$ cat src/rtl/rtc_irq_pkg.sv
package rtc_irq_pkg;
  localparam int NUM_ALARMS = 2;
  localparam int NUM_FLAGS  = 3;
  localparam int FLAG_WEEK  = 0;
  localparam int FLAG_DAY   = 1;
  localparam int FLAG_PER   = 2;

  typedef logic [NUM_FLAGS-1:0] flag_vec_t;
endpackage

$ cat src/rtl/rtc_alarm_chan.sv
module rtc_alarm_chan #(
  parameter int DELAY_TICKS = 2
) (
  input  logic clk_i,
  input  logic rst_ni,
  input  logic tick_i,
  input  logic match_i,
  input  logic en_i,
  input  logic clr_i,
  output logic flag_o
);
  localparam int CNT_W = (DELAY_TICKS > 1) ? $clog2(DELAY_TICKS) : 1;
  localparam logic [CNT_W-1:0] LAST = CNT_W'(DELAY_TICKS - 1);

  logic             pend_q;
  logic [CNT_W-1:0] cnt_q;
  logic             flag_q;

  always_ff @(posedge clk_i or negedge rst_ni) begin
    if (!rst_ni) begin
      pend_q <= 1'b0;
      cnt_q  <= '0;
      flag_q <= 1'b0;
    end else if (!en_i) begin
      pend_q <= 1'b0;
      cnt_q  <= '0;
      flag_q <= 1'b0;
    end else begin
      if (clr_i) flag_q <= 1'b0;
      if (match_i && !clr_i) begin
        // a new match restarts the delay window
        pend_q <= 1'b1;
        cnt_q  <= '0;
      end else if (pend_q && tick_i) begin
        if (cnt_q == LAST) begin
          pend_q <= 1'b0;
          cnt_q  <= '0;
          if (!clr_i) flag_q <= 1'b1;
        end else begin
          cnt_q <= cnt_q + 1'b1;
        end
      end
    end
  end

  assign flag_o = flag_q & en_i;
endmodule

$ cat src/rtl/rtc_periodic_flag.sv
module rtc_periodic_flag (
  input  logic clk_i,
  input  logic rst_ni,
  input  logic tick_i,
  input  logic per_tick_i,
  input  logic level_i,
  input  logic clr_i,
  output logic flag_o
);
  logic flag_q;

  always_ff @(posedge clk_i or negedge rst_ni) begin
    if (!rst_ni) begin
      flag_q <= 1'b0;
    end else if (level_i) begin
      if (clr_i)           flag_q <= 1'b0;
      else if (per_tick_i) flag_q <= 1'b1;
    end else begin
      if (per_tick_i)      flag_q <= 1'b1;
      else if (tick_i)     flag_q <= 1'b0;
    end
  end

  assign flag_o = flag_q;
endmodule

$ cat src/rtl/rtc_irq_pins.sv
module rtc_irq_pins
  import rtc_irq_pkg::*;
(
  input  flag_vec_t flags_i,
  output logic      intra_no,
  output logic      intrb_no
);
  assign intrb_no = ~flags_i[FLAG_WEEK];
  assign intra_no = ~(flags_i[FLAG_DAY] | flags_i[FLAG_PER]);
endmodule

$ cat src/rtl/rtc_irq_ctrl.sv
module rtc_irq_ctrl
  import rtc_irq_pkg::*;
#(
  parameter int DELAY_TICKS = 2
) (
  input  logic                  clk_i,
  input  logic                  rst_ni,
  input  logic                  tick32k_i,
  input  logic [NUM_ALARMS-1:0] alm_match_i,
  input  logic [NUM_ALARMS-1:0] alm_en_i,
  input  logic                  per_tick_i,
  input  logic                  level_mode_i,
  input  logic                  wr_en_i,
  input  logic [NUM_FLAGS-1:0]  wr_data_i,
  output logic [NUM_FLAGS-1:0]  flags_o,
  output logic                  intra_no,
  output logic                  intrb_no
);
  flag_vec_t flags;
  flag_vec_t clr;

  // only a written 0 clears
  assign clr = {NUM_FLAGS{wr_en_i}} & ~wr_data_i;

  for (genvar g = 0; g < NUM_ALARMS; g++) begin : g_alm
    rtc_alarm_chan #(.DELAY_TICKS(DELAY_TICKS)) u_chan (
      .clk_i   (clk_i),
      .rst_ni  (rst_ni),
      .tick_i  (tick32k_i),
      .match_i (alm_match_i[g]),
      .en_i    (alm_en_i[g]),
      .clr_i   (clr[g]),
      .flag_o  (flags[g])
    );
  end

  rtc_periodic_flag u_per (
    .clk_i      (clk_i),
    .rst_ni     (rst_ni),
    .tick_i     (tick32k_i),
    .per_tick_i (per_tick_i),
    .level_i    (level_mode_i),
    .clr_i      (clr[FLAG_PER]),
    .flag_o     (flags[FLAG_PER])
  );

  rtc_irq_pins u_pins (
    .flags_i  (flags),
    .intra_no (intra_no),
    .intrb_no (intrb_no)
  );

  assign flags_o = flags;
endmodule

$ cat config.mk
export PLATFORM = sky130hd
export DESIGN_NAME = rtc_irq_ctrl
export DESIGN_NICKNAME = d
export VERILOG_FILES = /design/src/rtl/rtc_irq_pkg.sv /design/src/rtl/rtc_alarm_chan.sv /design/src/rtl/rtc_periodic_flag.sv /design/src/rtl/rtc_irq_pins.sv /design/src/rtl/rtc_irq_ctrl.sv
export SDC_FILE = /design/constraint.sdc
export NUM_CORES = 1
export LEC_CHECK = 0
export ABC_AREA = 1
export BUFFER_PORTS_ARGS = -buffer_cell sky130_fd_sc_hd__clkbuf_2
export CORE_AREA = 2 2 39 41
export DETAILED_ROUTE_END_ITERATION = 8
export DIE_AREA = 0 0 41 43
export PLACE_DENSITY_LB_ADDON = 0.25
export SLEW_MARGIN = 0
export SYNTH_ARGS = -nofsm -noshare
export SYNTH_HDL_FRONTEND = slang
export SYNTH_HIERARCHICAL = 1
export SYNTH_SLANG_ARGS = --single-unit
$ cat constraint.sdc
create_clock -name clk_i -period 1.13 [get_ports clk_i]
set_clock_uncertainty 0.2 [all_clocks]
set_input_delay 0.113 -clock clk_i [delete_from_list [all_inputs] [get_ports clk_i]]
set_output_delay 0.113 -clock clk_i [all_outputs]
set_load 0.05 [all_outputs]
==> parameters.txt, run 1 <==
Parameter                              Value

Power
  Total power draw ... 0.657 mW
  Power Dens Cells ... 936 nW/µm²
  Clk pwr share ... 34.8%
  Switching Share ... 27.7%
  Reg power frac ... 42.0%
  Internal power ... 0.475 mW
  Switching power ... 0.182 mW
  Cell leakage power ... 0.362 nW
  Proportion of power drawn by combinational gates ... 23.2%
  Worst supply voltage drop on vdd ... 0.505 mV

Timing
  Minimum period implied by the final worst setup slack ... 1.35 ns
  Relative slew slack ... 87.2%
  Final period utilization ... 119%
  Crit path setup slack, layout ... -0.218 ns
  RSZ-0062 raised after global routing ... yes
  Final setup viols ... 5
  Max Clock Freq ... 742 MHz
  Fin Hold WS ... -0.0518 ns
  Final TNS setup ... -0.656 ns
  Hold Vio Cnt, Final ... 2
  Final max-slew violation count ... 0
  Transition time at the pin with the least slew margin ... 0.192 ns

Detailed routing
  Final Routed Wirelength ... 885 µm
  Routed wirelength normalized by instance count ... 9.52 µm
  First-iteration detailed-routing DRC count ... 4
  Number of nets still failing antenna checks after routing ... 0
  Drt first pass iters ... 4
  Detail-routed via count per cell ... 4.14
  Number of vias after detailed routing ... 385
  DRC viols ... 0

Setup path
  Highest-delay cell along the critical path ... dfrtp_1
  Critical-path cell list ... nand2_2, clkinvlp_4, clkinvlp_4, clkbuf_16
  Register-to-register path setup slack ... 0.03 ns
  Buf/Inv on CP ... 3
  Endpoint required time on the critical path ... 0.82 ns
  R2R depth ... 5
  Startpoint types ... flip-flop
  Element type at the critical path end ... output pin
  Critical Path Stages ... 4
  Critical path fanouts, max ... 3
  Data arrival time at the worst-slack endpoint ... 1.03 ns
  Critical Setup Path Class ... reg -> out
  Most numerous cell on the critical path ... clkinvlp_4
  Largest stage delay on the critical path ... 0.37 ns
  Crit path max-delay family ... flip-flops

Synth
  Most frequent cells after synthesis ... inv_1, dfrtp_1, nand2_1, nor2_1, nand2_2
  Largest area contributor in the netlist ... dfrtp_1
  Total of warnings raised by yosys ... 6
  Area share of the largest cell type after synthesis ... 45.6%
  Post-synthesis sequential area ratio ... 45.6%
  Number of synthesized flops with an enable pin ... 0
  Mean post-synth cell area ... 8.35 µm²
  Number of distinct library cell variants in the gate-level netlist after synthesis ... 12
  Synth Net Count ... 59
  Syn Inst Count ... 46
  Async set-or-reset flop fraction in the synthesized netlist ... 100%
  Syn Std Cell Area ... 384 µm²
  Most frequently used cell type in the post-synthesis netlist ... inv_1
  Total of flip-flops plus latches after synthesis ... 7
  Top FF cell, synth ... dfrtp_1
  Most area-consuming cells after synthesis ... dfrtp_1, inv_1, nand2_1, nor2_1, nand2_2

CTS
  Clock sinks ... 7
  TritonCTS clock tree ... done
  Number of buffers inserted for hold repair after clock tree synthesis ... 9
  Skew-Pair Late Insertion Delay ... 0.25 ns
  Number of clock buffers inserted by TritonCTS ... 3
  Clock root buffer ... clkbuf_4
  Maximum count of clock buffers along a single path ... 2
  Max H-tree Level ... 1
  Clock transition at path regs ... 0.05 ns

Hold path
  Number of cells traversed by the worst hold path ... 3
  Type of the worst min-delay path ... in -> reg

Place
  Placed instance count ... 80
  DP HPWL ... 582 µm
  Last weighted congestion value of the routability-driven placer ... 0.714
  # port buffers ... 17

Finish
  Final Core Density ... 50.7%
  Area growth from synthesis to layout ... 82.7%
  Fraction of final layout cells with drive strength greater than 1 ... 54.5%
  Diodes inserted ... 0
  Net count of the finished layout ... 91
  Final standard cell count with taps included and fillers excluded ... 93

Die
  I/O pin cnt ... 18
  Floorplan Core Area ... 1380 µm²
  Core Rows ... 14
  DIE WIDTH ... 41 µm
  Die outline height ... 43 µm
  Starting Density ... 27.8%
  Die area ... 1760 µm²

Global route
  Combined global-route utilization of all metal layers ... 13.4%
  Largest net degree at the start of global routing ... 8
  Wire length of the first global-routing pass ... 1.50 mm
  Initial antenna violation count ... 0
  Overflow left after global routing ... 0
  Number of global-route vias before repair ... 393

Run
  Maximum capacitance violations ... 0

Outcome
  Run status ... finished with violations
  Violations in the final reports ... hold timing, setup timing
-- worst min-delay path, delay by kind of cell --
kind | cells | cell delay (ns)
AOI/OAI and AO/OA | 1 | 0.08
buffers and inverters | 1 | 0.09
and+or+nand+nor | 1 | 0.07
-- timing repair --
action | CTS | global route
setup endpoints to repair | 6 | 7
gates resized for setup | 12 | 8
pin swaps | 2 | 3
setup buffers | 1 | 0
cloned | 0 | 0
endpoints found under the hold margin | 14 | 2
-- per-layer routing --
metal / share of wire [%] / vias to the layer above / track usage (%)
met5: 0 / - / 0
met4: 1.6 / 0 / 12.0
met3: 2.5 / 2 / 1.57
met2: 59 / 9 / 22.2
met1: 37 / 174 / 13.4
li1: - / 200 / -
-- stage by stage --
step,hold slack (ns),instance area [µm²],setup WS [ns]
finish,-0.0518,702,-0.218
global route,-0.0388,702,-0.266
CTS,-0.0585,689,-0.227
detailed placement,-0.237,514,-0.0422
global placement,-0.237,514,-0.0276
floorplan,-0.383,402,-0.180
-- sequential cells by signal (all words and copies together) (netlist names) --
signal,cells
g_alm.u_chan/cnt_q,2
g_alm.u_chan/flag_q,2
g_alm.u_chan/pend_q,2
u_per/flag_o,1
-- layout make-up --
cell class              instances  area, µm²
fillers                       127        682
repair buffers                 27        243
multi-input cells              30        195
flip-flops and latches          7        176
inverters                       9       41.3
clock buffers                   4       26.3
well taps                      16       20.0
-- kinds of logic (layout without fill, tap and decap cells) --
family / Yosys count / count (layout) / share of synthesized area (%)
AND/OR/NAND/NOR: 25 / 25 / 36.8
buffers and inverters: 9 / 40 / 8.79
flip-flops: 7 / 7 / 45.6
AO/OA/AOI/OAI: 5 / 5 / 8.79
-- layout by cell type (no fill, tap or decap) --
cell type and count:
a21boi_0 2, inv_2 2, nand2_1 6, nand2_2 5, clkbuf_4 4, nor2_2 4
clkbuf_16 1, nand3_2 2, clkinvlp_4 2, dlygate4sd3_1 7, buf_8 3, dlymetal6s4s_1 2
clkbuf_1 1, dfrtp_2 1, nor2_1 4, clkbuf_2 11, nor3b_2 2, nor2_4 2
inv_1 5, a21oi_2 1, buf_4 2, dfrtp_1 6, a21oi_1 2
-- power by group through the flow --
stage	Sequential [mW]	Clock, mW	Combinational, mW
finish	0.276	0.229	0.152
global route	0.277	0.246	0.166
CTS	0.275	0.240	0.148
detailed placement	0.278	0	0.113
global placement	0.278	0	0.111
floorplan	0.289	0	0.0561
-- worst paths after layout --
kind | startpoint | endpoint
max | g_alm[0].u_chan/flag_q | intrb_no
min | alm_match_i[0] | g_alm[0].u_chan/pend_q
max reg2reg | g_alm[0].u_chan/flag_q | g_alm[0].u_chan/flag_q
min in group asynchronous | rst_ni | g_alm[1].u_chan/flag_q
max in group asynchronous | rst_ni | u_per/flag_o
min reg2reg | g_alm[0].u_chan/pend_q | g_alm[0].u_chan/pend_q
(Power assumes the default switching activity.)
==> run 2: changes to the inputs <==
==> constraint.sdc (replaced) <==
create_clock -name clk_i -period 1.13 [get_ports clk_i]
set_clock_uncertainty 0.2 [all_clocks]
set_input_delay 0 -clock clk_i [delete_from_list [all_inputs] [get_ports clk_i]]
set_output_delay 0 -clock clk_i [all_outputs]
set_load 0.05 [all_outputs]
==> run 2 against run 1 <==
The flow finishes with violations (setup timing). Sequential share of layout area is 1.5 points lower. Worst setup slack better by 0.11 ns. Critical path depth unchanged. Sequential power barely moved. Register-to-register slack got worse by 0.02 ns. Critical path type unchanged.
==> parameters.txt, run 2 (synthesis gave the netlist of run 1 again) <==
Parameter                              Value

Global route
  Overflow left after global routing ... 0 (unchanged)
  Combined global-route utilization of all metal layers ... 11.7% (-1.7 points)
  Initial antenna violation count ... 0 (unchanged)
  Largest net degree at the start of global routing ... 8 (unchanged)
  Wire length of the first global-routing pass ... 1.37 mm (-8.8%)
  Number of global-route vias before repair ... 349 (-11%)

CTS
  Number of clock buffers inserted by TritonCTS ... 3 (unchanged)
  Max H-tree Level ... 1 (unchanged)
  Skew-Pair Late Insertion Delay ... 0.25 ns (about the same)
  Maximum count of clock buffers along a single path ... 2 (unchanged)
  Clock root buffer ... clkbuf_4
  Clock transition at path regs ... 0.05 ns (about the same)
  TritonCTS clock tree ... done
  Clock sinks ... 7 (unchanged)

Setup path
  Data arrival time at the worst-slack endpoint ... 1.04 ns (about the same)
  Highest-delay cell along the critical path ... dfrtp_1
  Critical-path cell list ... nand2_2, clkinvlp_4, clkinvlp_4, clkbuf_16
  Element type at the critical path end ... output pin
  Critical Setup Path Class ... reg -> out
  Startpoint types ... flip-flop
  Most numerous cell on the critical path ... clkinvlp_4
  Crit path max-delay family ... flip-flops
  Critical path fanouts, max ... 3 (unchanged)
  Largest stage delay on the critical path ... 0.37 ns (about the same)
  Endpoint required time on the critical path ... 0.93 ns (+0.11 ns)
  Buf/Inv on CP ... 3 (unchanged)

Finish
  Final Core Density ... 53.5% (+2.8 points)
  Most common cell after layout, fill and taps aside ... dlygate4sd3_1
  Largest registers ... g_alm.u_chan/cnt_q x2, g_alm.u_chan/flag_q x2, g_alm.u_chan/pend_q x2
  Net count of the finished layout ... 96 (+5.5%)
  Diodes inserted ... 0 (unchanged)
  Fraction of final layout cells with drive strength greater than 1 ... 52.4% (-2.1 points)
  Commonest cells after routing, fill and taps aside ... dlygate4sd3_1, clkbuf_2, dfrtp_1, nand2_1
  Area growth from synthesis to layout ... 92.8%

Die
  DIE WIDTH ... 41 µm (unchanged)
  Die outline height ... 43 µm (unchanged)
  Die area ... 1760 µm² (unchanged)
  I/O pin cnt ... 18 (unchanged)
  Floorplan Core Area ... 1380 µm² (unchanged)
  Starting Density ... 27.8% (unchanged)
  Core Rows ... 14 (unchanged)

Detailed routing
  Detail-routed via count per cell ... 4.10 (-0.91%)
  DRC viols ... 0 (unchanged)
  Routed wirelength normalized by instance count ... 8.84 µm (-7.1%)
  Number of nets still failing antenna checks after routing ... 0 (unchanged)
  Drt first pass iters ... 2 (-2)
  First-iteration detailed-routing DRC count ... 7 (+3)
  Number of vias after detailed routing ... 402 (+4.4%)
  Final Routed Wirelength ... 866 µm (-2.1%)

Run
  Maximum capacitance violations ... 0 (unchanged)

Timing
  Final setup viols ... 5 (unchanged)
  Transition time at the pin with the least slew margin ... 0.187 ns (-0.00490 ns)
  Crit path setup slack, layout ... -0.108 ns (+0.110 ns)
  Hold Vio Cnt, Final ... 0 (-2)
  Minimum period implied by the final worst setup slack ... 1.24 ns (-0.110 ns)
  RSZ-0062 raised after global routing ... yes
  Relative slew slack ... 87.5% (+0.37 points)
  Final max-slew violation count ... 0 (unchanged)
  Final period utilization ... 110% (-9.7 points)
  Max Clock Freq ... 808 MHz (+8.8%)

Outcome
  Run status ... finished with violations
  Violations in the final reports ... setup timing

Power
  Power Dens Cells ... 891 nW/µm² (-4.8%)
  Worst supply voltage drop on vdd ... 0.539 mV (+6.6%)
  Total power draw ... 0.660 mW (+0.42%)
  Cell leakage power ... 0.364 nW (+0.79%)

Place
  DP HPWL ... 574 µm (-1.3%)
  # port buffers ... 17 (unchanged)
  Worst setup timing slack at the placement stage ... 0.0538 ns (+0.0960 ns)
  Last weighted congestion value of the routability-driven placer ... 0.686 (-3.9%)

Hold path
  Type of the worst min-delay path ... in -> reg
## run 2: cell types whose count changed in the layout (fill, tap and decap cells not counted), sizes merged
cell / previous run / this run
clkbuf: 17 / 18
dlygate4sd3: 7 / 13
dlymetal6s4s: 2 / 0
## run 2: area by class of cell
| cell class | instances | area, µm² |
|---|---|---|
| Fill cell | 123 | 643 |
| Timing Repair Buffer | 32 | 275 |
| Multi-Input combinational cell | 30 | 203 |
| Sequential cell | 7 | 175 |
| Inverter | 9 | 41.3 |
| Clock buffer | 4 | 26.3 |
| Tap cell | 16 | 20.0 |
## run 2: routing by layer
layer / GRT usage, % / wire length (µm)
met5: 0 / 0
met4: 10.0 / 19
met1: 14.8 / 339
met3: 1.57 / 22
met2: 16.6 / 485
## run 2: timing repair
action	4_1_cts	5_1_grt
hold buffers	11	4
hold endpoints to repair	14	6
setup buffers	1	1
endpoints found under the setup margin	5	10
pin swaps	1	2
resized for setup	11	7
## run 2: worst register-to-register path: cells and delay by family (launching register included)
kind / cells / cell delay (ns)
DFF: 1 / 0.37
and+or+nand+nor: 3 / 0.18
buffers and inverters: 2 / 0.26
## run 2: report_power, final
group	leakage [nW]	internal [mW]	total (mW)	switching [mW]
combinational	0.258	0.0810	0.161	0.0798
clock	0.0150	0.135	0.225	0.0903
sequential	0.0919	0.263	0.274	0.0114
total	0.364	0.478	0.660	0.181
## run 2: worst paths after layout
| check | startpoint | endpoint | slack, ns | cells past startpoint |
|---|---|---|---|---|
| max | g_alm[0].u_chan/flag_q | intrb_no | -0.11 | 4 |
| min | alm_en_i[1] | g_alm[1].u_chan/flag_q | 0.06 | 6 |
| max reg2reg | g_alm[0].u_chan/flag_q | g_alm[0].u_chan/flag_q | 0.01 | 5 |
| min reg2reg | g_alm[1].u_chan/pend_q | g_alm[1].u_chan/pend_q | 0.38 | 2 |
| max in group asynchronous | rst_ni | g_alm[1].u_chan/pend_q | 0.07 | 3 |
| min in group asynchronous | rst_ni | g_alm[0].u_chan/pend_q | 0.49 | 3 |
## run 2: metrics by stage
stage                     cells  setup TNS [ns]  instance area [µm²]  hold slack (ns)
after detailed placement     79               0                  507           -0.348
final                        98          -0.379                  741           0.0559
after CTS                    95          -0.402                  696           -0.197
after global placement       79               0                  507           -0.350
after global routing         98          -0.781                  741           0.0903
after floorplan              46          -0.270                  402           -0.496
